==> src/rtl/smul_pkg.sv <==
package smul_pkg;
  typedef enum logic {
    MODE_HH = 1'b0,
    MODE_WH = 1'b1
  } smul_mode_e;
endpackage

==> src/rtl/smul_half_sel.sv <==
module smul_half_sel #(
  parameter int DATA_W = 32,
  localparam int HALF_W = DATA_W / 2
) (
  input  logic [DATA_W-1:0] word_i,
  input  logic              top_i,
  output logic [HALF_W-1:0] half_o
);
  assign half_o = top_i ? word_i[DATA_W-1:HALF_W] : word_i[HALF_W-1:0];
endmodule

==> src/rtl/smul_opnd_prep.sv <==
module smul_opnd_prep
  import smul_pkg::*;
#(
  parameter int DATA_W = 32,
  localparam int HALF_W = DATA_W / 2
) (
  input  smul_mode_e        mode_i,
  input  logic              sel_a_i,
  input  logic              sel_b_i,
  input  logic [DATA_W-1:0] op_a_i,
  input  logic [DATA_W-1:0] op_b_i,
  output logic [DATA_W-1:0] mul_a_o,
  output logic [HALF_W-1:0] mul_b_o
);
  logic [HALF_W-1:0] half_a;

  smul_half_sel #(.DATA_W(DATA_W)) u_sel_a (
    .word_i(op_a_i), .top_i(sel_a_i), .half_o(half_a)
  );
  smul_half_sel #(.DATA_W(DATA_W)) u_sel_b (
    .word_i(op_b_i), .top_i(sel_b_i), .half_o(mul_b_o)
  );

  // word mode passes operand A whole; half mode sign-extends the chosen half
  always_comb begin
    if (mode_i == MODE_WH) mul_a_o = op_a_i;
    else                   mul_a_o = {{(DATA_W-HALF_W){half_a[HALF_W-1]}}, half_a};
  end
endmodule

==> src/rtl/smul_mult_core.sv <==
module smul_mult_core
  import smul_pkg::*;
#(
  parameter int DATA_W = 32,
  localparam int HALF_W = DATA_W / 2,
  localparam int PROD_W = DATA_W + HALF_W
) (
  input  smul_mode_e        mode_i,
  input  logic [DATA_W-1:0] mul_a_i,
  input  logic [HALF_W-1:0] mul_b_i,
  output logic [DATA_W-1:0] res_o
);
  logic signed [PROD_W-1:0] ext_a, ext_b, prod;

  assign ext_a = $signed({{HALF_W{mul_a_i[DATA_W-1]}}, mul_a_i});
  assign ext_b = $signed({{DATA_W{mul_b_i[HALF_W-1]}}, mul_b_i});
  assign prod  = ext_a * ext_b;

  // word mode keeps the upper bits, truncating the low half
  always_comb begin
    if (mode_i == MODE_WH) res_o = prod[PROD_W-1:HALF_W];
    else                   res_o = prod[DATA_W-1:0];
  end
endmodule

==> src/rtl/hsmul_unit.sv <==
module hsmul_unit
  import smul_pkg::*;
#(
  parameter int DATA_W = 32,
  localparam int HALF_W = DATA_W / 2
) (
  input  logic              clk_i,
  input  logic              rst_ni,
  input  logic              valid_i,
  input  logic              mode_i,
  input  logic              sel_a_i,
  input  logic              sel_b_i,
  input  logic [DATA_W-1:0] op_a_i,
  input  logic [DATA_W-1:0] op_b_i,
  output logic              valid_o,
  output logic [DATA_W-1:0] result_o
);
  smul_mode_e        mode;
  logic [DATA_W-1:0] mul_a, res_d, res_q;
  logic [HALF_W-1:0] mul_b;
  logic              vld_q;

  assign mode = smul_mode_e'(mode_i);

  smul_opnd_prep #(.DATA_W(DATA_W)) u_prep (
    .mode_i(mode), .sel_a_i(sel_a_i), .sel_b_i(sel_b_i),
    .op_a_i(op_a_i), .op_b_i(op_b_i), .mul_a_o(mul_a), .mul_b_o(mul_b)
  );

  smul_mult_core #(.DATA_W(DATA_W)) u_core (
    .mode_i(mode), .mul_a_i(mul_a), .mul_b_i(mul_b), .res_o(res_d)
  );

  always_ff @(posedge clk_i or negedge rst_ni) begin
    if (!rst_ni) begin
      vld_q <= 1'b0;
      res_q <= '0;
    end else begin
      vld_q <= valid_i;
      if (valid_i) res_q <= res_d;
    end
  end

  assign valid_o  = vld_q;
  assign result_o = res_q;
endmodule

==> config.mk <==
export PLATFORM = sky130hd
export DESIGN_NAME = hsmul_unit
export DESIGN_NICKNAME = d
export VERILOG_FILES = /design/src/rtl/smul_pkg.sv /design/src/rtl/smul_half_sel.sv /design/src/rtl/smul_opnd_prep.sv /design/src/rtl/smul_mult_core.sv /design/src/rtl/hsmul_unit.sv
export SDC_FILE = /design/constraint.sdc
export NUM_CORES = 1
export LEC_CHECK = 0
export BUFFER_PORTS_ARGS = -buffer_cell sky130_fd_sc_hd__buf_2
export CAP_MARGIN = 10
export CORE_ASPECT_RATIO = 1.2
export CORE_UTILIZATION = 44
export CTS_BUF_LIST = sky130_fd_sc_hd__clkbuf_2
export CTS_CLUSTER_DIAMETER = 40
export DETAILED_ROUTE_END_ITERATION = 6
export PLACE_DENSITY = 0.62
export SLEW_MARGIN = 30
export SYNTH_ARGS = -nofsm -noshare
export SYNTH_HDL_FRONTEND = slang
export SYNTH_SLANG_ARGS = --single-unit
==> constraint.sdc <==
create_clock -name clk_i -period 2.1 [get_ports clk_i]
set_clock_uncertainty 0.1 [all_clocks]
set_input_delay 0.315 -clock clk_i [delete_from_list [all_inputs] [get_ports clk_i]]
set_output_delay 0.315 -clock clk_i [all_outputs]
set_load 0.02 [all_outputs]
After elaboration in Yosys (flattened, before gate mapping)

Index checks and enable logic that the tools add are counted.

Register bits: 33
Output and inout port bits: 33

Multiply operators: 1
Mux-type cells: 4

Operators with widths:

| operator       | number |
|---|---|
| $mux 32        | 2 |
| $mul 32x16->48 | 1 |
| $mux 16        | 2 |

Depth between registers and ports, before layout

Gate-level depths: netlist of run 1.

Depth in word-level cells: 4
Mapped depth: 29

By module

From an unflattened synthesis of run 1, not the netlist that was laid out.

Cells, all modules: 2171
Area total of the unflattened synthesis: 20320.7 sq um

Modules (own cells, without submodules):

| module         | cells an instance | area each (sq um) | times used | seq. area each (sq um) |
|---|---|---|---|---|
| smul_mult_core | 2029              | 17903.4           | 1          | 0.0 |
| hsmul_unit     | 69                | 1370.1            | 1          | 825.8 |
| smul_opnd_prep | 37                | 549.3             | 1          | 0.0 |
| smul_half_sel  | 18                | 249.0             | 2          | 0.0 |

Least setup slack after synthesis of run 1

OpenSTA, ideal clock, no wires.

Kind: input -> register
From: input port mode_i
To: register res_q[24] (netlist: result_o[24])
Library setup time: 0.123 ns
Stages on the path: 27
Data required time: 1.877 ns
Setup slack: -5.192 ns
Data arrival time: 7.069 ns
Buffers on the path: 4
Cell sequence: clkbuf_1 nor2b_1 buf_1 buf_1 mux2i_1 nor2_1 fa_1 inv_1 fa_1 fa_1 inv_1 fa_1 fa_1 inv_1 fa_1 inv_1 ha_1 buf_2 nand2_1 o21ai_1 or3_1 o211ai_1 a21oi_1 a311oi_2 nor2_1 mux2i_1 o221a_2

Cells in the longest elaborated chain, start to end: 3

RTL lines:

| element              | line                 | RTL |
|---|---|---|
| from (decl)          | hsmul_unit.sv:10     | `input logic mode_i,` |
| $mux 32              | smul_opnd_prep.sv:26 | `if (mode_i == MODE_WH) mul_a_o = op_a_i;` |
| $mul 32x16->48       | smul_mult_core.sv:17 | `assign prod = ext_a * ext_b;` |
| $mux 32 (*)          | smul_mult_core.sv:21 | `if (mode_i == MODE_WH) res_o = prod[PROD_W-1:HALF_W];` |
| to (signal assigned) | hsmul_unit.sv:40     | `if (valid_i) res_q <= res_d;` |
| to (decl)            | hsmul_unit.sv:19     | `logic [DATA_W-1:0] mul_a, res_d, res_q;` |

Every way passes the cells marked *; elsewhere a longest branch is shown, timed or not.
A chain may end at the register's enable or synchronous reset.

Worst setup path in the final report of run 1

From: input port mode_i
To: register res_q[31] (netlist: result_o[31])

The elaborated chain is that of the path after synthesis.

==> results of run 1 <==
[synth_stat cells (8+ instances only)]
master	number	share of area, %
ha_1	114	7.2
xor2_1	16	0.71
o21ai_0	33	0.84
nand2_1	313	6.0
inv_1	532	10
o211ai_1	9	0.34
a31oi_1	9	0.29
xnor2_1	31	1.4
nand4_1	14	0.45
clkbuf_1	85	1.6
mux2_2	30	1.7
nor2_1	292	5.6
a21o_1	43	1.6
nand3_1	8	0.20
fa_1	486	49
a21oi_1	87	2.2
dfrtp_1	33	4.2
mux2i_1	43	2.2
[cells by family after synthesis]
kind of cell / Yosys count / synth area share (%)
and+or+nand+nor: 665 / 13.4
buffers and inverters: 628 / 12.0
adders and majority gates: 600 / 56.7
AOI/OAI and AO/OA: 236 / 7.65
muxes: 74 / 3.98
xor gates and xnor gates: 47 / 2.09
DFF: 33 / 4.20
[sequential cells by signal, indices dropped and copies added (netlist names)]
signal,flops
valid_o,1
result_o,32
[cell usage in the layout, fill, tap and decap left out, drive strengths merged, types with 2 or more instances in the layout]
cell | Yosys | routed
a221o | 2 | 2
inv | 532 | 532
o31a | 2 | 2
nor2b | 5 | 5
o21bai | 6 | 6
a211oi | 6 | 6
nand3 | 8 | 8
a311oi | 2 | 2
mux2 | 31 | 34
and2 | 2 | 2
xor2 | 16 | 16
nand2 | 313 | 313
nor2 | 292 | 292
a31oi | 9 | 9
o31ai | 3 | 3
nand4 | 14 | 14
clkinv | 1 | 3
ha | 114 | 114
or3 | 3 | 3
and3 | 3 | 3
clkbuf | 85 | 7
o311ai | 2 | 2
o21ai | 37 | 37
buf | 10 | 594
xnor2 | 31 | 31
o21a | 4 | 4
mux2i | 43 | 43
fa | 486 | 486
nor4 | 6 | 6
dfrtp | 33 | 33
a21o | 43 | 43
nand2b | 7 | 7
nor3 | 7 | 7
o22ai | 3 | 3
a21boi | 3 | 3
o211ai | 11 | 11
o221a | 2 | 2
a22oi | 4 | 4
a21oi | 89 | 89
[metal layers]
metal  routed length (µm)  vias to the layer above  GRT usage (%)
met5                   21                        -              0
met4                 4000                        4           13.5
met3                 4540                      186           3.98
met2                35600                      674           55.8
met1                24800                     9059           36.5
li1                     -                     7854              -
[worst max-delay path, delay by kind of cell]
kind,cells,cell delay [ps]
adders and majority gates,7,3420
and+or+nand+nor,3,330
AOI/OAI and AO/OA,8,1520
buffers and inverters,6,810
muxes,1,310
[stage by stage]
step	setup WS, ps	hold WS (ps)	instances
final	-4430	196	3356
after global placement	-5000	311	3272
after detailed placement	-5070	323	3272
after floorplan	-4400	-80.6	2283
after global routing	-4640	189	3355
after CTS	-4360	137	3319
[area by class of cell]
class,instances,share of cell area (%)
Inverter,533,7.58
Timing Repair Buffer,597,18.4
Tap cell,559,2.65
Multi-Input combinational cell,1625,68.1
Antenna cell,1,0.00947
Sequential cell,33,3.13
Clock inverter,3,0.0663
Clock buffer,5,0.0947
[how the worst min path moves through the flow]
stage / to / slack [ps] / cells past startpoint
detailed placement: result_o[31] / 320 / 1
global placement: result_o[31] / 310 / 1
finish: result_o[31] / 200 / 3
CTS: result_o[31] / 140 / 3
global route: result_o[30] / 190 / 3
floorplan: result_o[0] / -80 / 0
[repair_timing]
action,4_1_cts,5_1_grt
cloned,4,3
resized for setup,163,135
hold buffers,1,0
pin swaps,45,104
setup endpoints to repair,32,32
endpoints found under the hold margin,33,0
buffers inserted,35,39
==> metrics.md, run 1 <==
| Metric | Value |
|---|---|
| Ys flop type | dfrtp_1 |
| Unrepaired setup endpoints after global routing | true |
| Nets | 3465 |
| DPL Wire Length | 59.3 mm |
| Initial antenna violation count | 3 |
| Synthesized area | 19700 µm² |
| Clock Root Buffer | clkbuf_2 |
| Post-DRT Antenna Nets | 0 |
| DR vias/cell | 5.30 |
| Placed inst area | 24200 µm² |
| Multi-input combinational cell area | 18000 µm² |
| Via count | 17800 |
| Max Cap Viol | 0 |
| I/O Buffers | 102 |
| Wire per inst | 20.6 µm |
| H-tree Lvls | 2 |
| DRC | 0 |
| Max Clk Rate | 153 MHz |
| Area Growth Syn to Fin | 34.2% |
| Drt pass-1 iters | 5 |
| Final period util | 311% |
| Number of flops mapped to enable cells by yosys | 0 |
| Hold path startpoint | valid_i |
| FP Rows | 84 |
| CTS tree | done |
| Boundary pin count | 103 |
| Starting density of the core | 44.8% |
| Violated checks | setup timing |
| Vias in the first global route | 18700 |
| Reg2reg setup slack | 780 ps |
| Post-Synthesis Mean Instance Area | 8.62 µm² |
| Fillers | 3813 |
| TritonCTS Buffers | 5 |
| Min-Delay Path Class | input pin to flip-flop |
| Final Core Density | 60.1% |
| Clock-pin slew on the worst setup and hold paths | 170 ps |
| Asr flop ratio synth | 100% |
| Critical Path Source | mode_i |
| Worst-Margin Slew | 783 ps |
| Sequential Area | 826 µm² |
| Syn_nets | 2953 |
| Status | complete, but fails checks |
| Setup crit end | result_o[31] |
| Final WL | 69.0 mm |
| Die height | 234 µm |
| Slew headroom | 47.8% |
| Worst setup SP type | input pin |
| Worst Setup End Kind | flip-flop |
| Largest net degree at the start of global routing | 52 |
| Final hold violations | 0 |
| CP arrival | 6730 ps |
| Pins over their slew limit | 0 |
| Reg2reg start | result_o[31] |
| Crit-path max FO | 7 |
| Reg-to-reg endpoint | result_o[31] |
| R2R cell count | 5 |
| Final global-route overflow total | 0 |
| PnR worst setup slack | -4430 ps |
| Post-Syn Instances | 2283 |
| Clock latency on the worst-skew pair | 380 ps |
| Most used cell, CP | fa_1 |
| Tot GR Track Use | 30.8% |
| Critical path's largest stage delay | 610 ps |
| Gp weighted congestion | 0.981 |
| First-pass GRT wire length | 105 mm |
| Critical-path top delay cell | fa_2 |
| Final min period | 6530 ps |
| CTS Sinks | 33 |
| Setup violators final | 32 |
| Setup Crit Path Kind | input pin to flip-flop |
| Die Wd | 195 µm |
| Synth cell types | 59 |
| Core box area | 43900 µm² |
| Drt initial violations | 1081 |
| Yosys Warn Count | 0 |
| Die area | 45600 µm² |
| Flops & latches, synth | 33 |
| Req. time, crit path | 2290 ps |
| Final setup TNS | -134300 ps |
| Clock buffer depth | 2 |
| Design area | 26400 µm² |
| Layout cells sized above 1 | 31.1% |
| Sequential-to-total area share from yosys stat | 4.20% |
Power of run 1 is not shown: default switching activity piles up to over one toggle a cycle in this logic, so the estimate is an artifact.
==> inputs of run 2 (changes only) <==
--- a/config.mk
+++ b/config.mk
@@ -10,2 +10,3 @@
 export CORE_ASPECT_RATIO = 1.2
+export CORE_MARGIN = 1.5
 export CORE_UTILIZATION = 44
==> constraint.sdc (replaced) <==
create_clock -name clk_i -period 2.1 [get_ports clk_i]
set_clock_uncertainty 0.1 [all_clocks]
set_input_delay 0.21 -clock clk_i [delete_from_list [all_inputs] [get_ports clk_i]]
set_output_delay 0.21 -clock clk_i [all_outputs]
set_load 0.02 [all_outputs]
==> metrics.md, run 2 (same netlist as run 1, synthesis figures left out) <==
| Metric | Value |
|---|---|
| Slew headroom | 49.5% (+1.7 points) |
| Sequential Area | 826 µm² (unchanged) |
| Critical path's largest stage delay | 580 ps (-30 ps) |
| Crit-path max FO | 6 (-1) |
| Die Wd | 196 µm (+0.51%) |
| Clock-pin slew on the worst setup and hold paths | 200 ps (+30 ps) |
| Leading cell type in the layout, fill and taps excluded | inv_1 |
| Clock latency on the worst-skew pair | 390 ps (about the same) |
| Die area | 46000 µm² (+0.94%) |
| Gp weighted congestion | 0.977 (-0.40%) |
| I/O Buffers | 102 (unchanged) |
| Pins over their slew limit | 0 (unchanged) |
| DPL Wire Length | 58.2 mm (-1.8%) |
| Setup Crit Path Kind | input pin to flip-flop |
| Final hold slack | 55.7 ps (-140 ps) |
| Initial antenna violation count | 2 (-1) |
| Worst Hold Path EP | valid_o |
| Via count | 18100 (+1.7%) |
| Area Growth Syn to Fin | 35.5% |
| Drt pass-1 iters | 5 (unchanged) |
| Min-Delay Path Class | input pin to flip-flop |
| PnR worst setup slack | -4370 ps (+58.5 ps) |
| CTS Sinks | 33 (unchanged) |
| Worst setup SP type | input pin |
| R2R cell count | 5 (unchanged) |
| Drt initial violations | 1217 (+13%) |
| Largest net degree at the start of global routing | 52 (unchanged) |
| Boundary pin count | 103 (unchanged) |
| Worst Setup End Kind | flip-flop |
| Max Cap Viol | 0 (unchanged) |
| Layout cells sized above 1 | 32.3% (+1.3 points) |
| DRC | 0 (unchanged) |
| Final global-route overflow total | 0 (unchanged) |
| FP Rows | 84 (unchanged) |
| Max FFs per register | 32 (unchanged) |
| Fillers | 3757 (-1.5%) |
| Critical-path top delay cell | fa_2 |
| Reg2reg setup slack | 700 ps (-80 ps) |
| Hold path startpoint | valid_i |
| Die height | 235 µm (+0.43%) |
| H-tree Lvls | 2 (unchanged) |
| Worst-Margin Slew | 757 ps (-26.0 ps) |
| Unrepaired setup endpoints after global routing | true |
| Final period util | 308% (-2.8 points) |
| Vias in the first global route | 19400 (+4.0%) |
| Final hold violations | 0 (unchanged) |
| Final WL | 69.8 mm (+1.2%) |
| Most used cell, CP | fa_1 |
| CTS tree | done |
| Max Clk Rate | 154 MHz (+0.90%) |
| Kind of cell adding the most delay to the critical path | adder cells |
| Setup violators final | 32 (unchanged) |
| Most frequent cells in the layout | inv_1 (511), fa_1 (450), buf_4 (399), nand2_1 (294), nor2_1 (259) |
| Starting density of the core | 44.8% (unchanged) |
| DR vias/cell | 5.40 (+1.9%) |
| Cells on Worst Hold Path | 2 (-1) |
| Clock Root Buffer | clkbuf_2 |
| Req. time, crit path | 2290 ps (about the same) |
| TritonCTS Buffers | 5 (unchanged) |
| Violated checks | setup timing |
| Multi-input combinational cell area | 18200 µm² (+1.3%) |
| Reg2reg start | result_o[31] |
| Post-DRT Antenna Nets | 0 (unchanged) |
| CP Cell Sequence | buf_8 -> nor2b_4 -> buf_12 -> buf_12 -> buf_16 -> mux2_2 -> nand2_1 -> fa_1 -> inv_2 -> fa_1 -> fa_2 -> fa_2 -> fa_1 -> fa_1 -> ha_4 -> nand3_4 -> nor4_4 -> and3_4 -> o211ai_4 -> a31oi_4 -> o311a_1 -> mux2_4 -> o21ai_2 -> a31oi_1 |
| Wire per inst | 20.8 µm (+1.4%) |
| Crit path buf inv count | 5 (-1) |
| Final min period | 6470 ps (-58.5 ps) |
| Core box area | 43900 µm² (unchanged) |
| Clock buffer depth | 2 (unchanged) |
| Tot GR Track Use | 30.2% (-0.59 points) |
| Nets | 3458 (-0.20%) |
| Status | complete, but fails checks |
| Reg-to-reg endpoint | result_o[31] |
| First-pass GRT wire length | 106 mm (+0.60%) |
| CP arrival | 6670 ps (-60 ps) |
-- run 2: cell types whose count changed in the layout (fill, tap and decap cells not counted), sizes merged --
cell      change
buf           -6
clkinvlp      -1
clkbuf        -1
clkinv        +1
-- run 2: how the worst max path moves through the flow --
stage	start	to	slack (ps)	cells past startpoint
final	sel_a_i	result_o[26]	-4370	24
after global routing	sel_a_i	result_o[28]	-4480	30
after CTS	sel_a_i	result_o[18]	-4230	29
after detailed placement	mode_i	result_o[30]	-4870	24
after global placement	mode_i	result_o[30]	-4800	24
after floorplan	mode_i	result_o[24]	-4300	27
-- run 2: worst reg2reg max path: cells and delay by family (launching register included) --
kind | cells | cell delay (ps)
compound gates | 2 | 260
flops | 1 | 430
simple gates | 3 | 530
-- run 2: through the flow --
| stage | setup WS [ps] | area (µm²) | TNS, ps | utilization [%] | std cells |
|---|---|---|---|---|---|
| after floorplan | -4300 | 20000 | -128630 | - | 2283 |
| after global routing | -4480 | 26700 | -137300 | 60.7 | 3348 |
| after CTS | -4230 | 25500 | -130050 | 58.0 | 3300 |
| after global placement | -4800 | 24000 | -147640 | 54.6 | 3240 |
| final | -4370 | 26700 | -132700 | 60.7 | 3349 |
| after detailed placement | -4870 | 24000 | -149270 | 54.6 | 3240 |
-- run 2: routing by layer --
layer	part of all wire, %	vias to the layer above	track usage (%)
li1	-	7837	-
met3	7.2	257	4.33
met2	50	838	52.3
met5	0.040	-	0
met1	35	9143	35.9
met4	7.1	4	17.2
-- run 2: timing repair --
action / 4_1_cts / 5_1_grt
pin swaps: 73 / 138
hold endpoints to repair: 33 / 0
setup endpoints to repair: 32 / 32
cloned: 5 / 3
hold buffers: 1 / 0
buffers inserted: 49 / 47
resized for setup: 195 / 187
-- run 2: area by class of cell --
cell class	count	area share, %
multi-input combinational	1625	68.4
timing repair buffer	590	18.2
inverter	533	7.50
sequential	33	3.10
tap	559	2.62
clock buffer	5	0.0939
clock inverter	3	0.0657
antenna	1	0.00939
Power of run 2 is left out for the same reason.
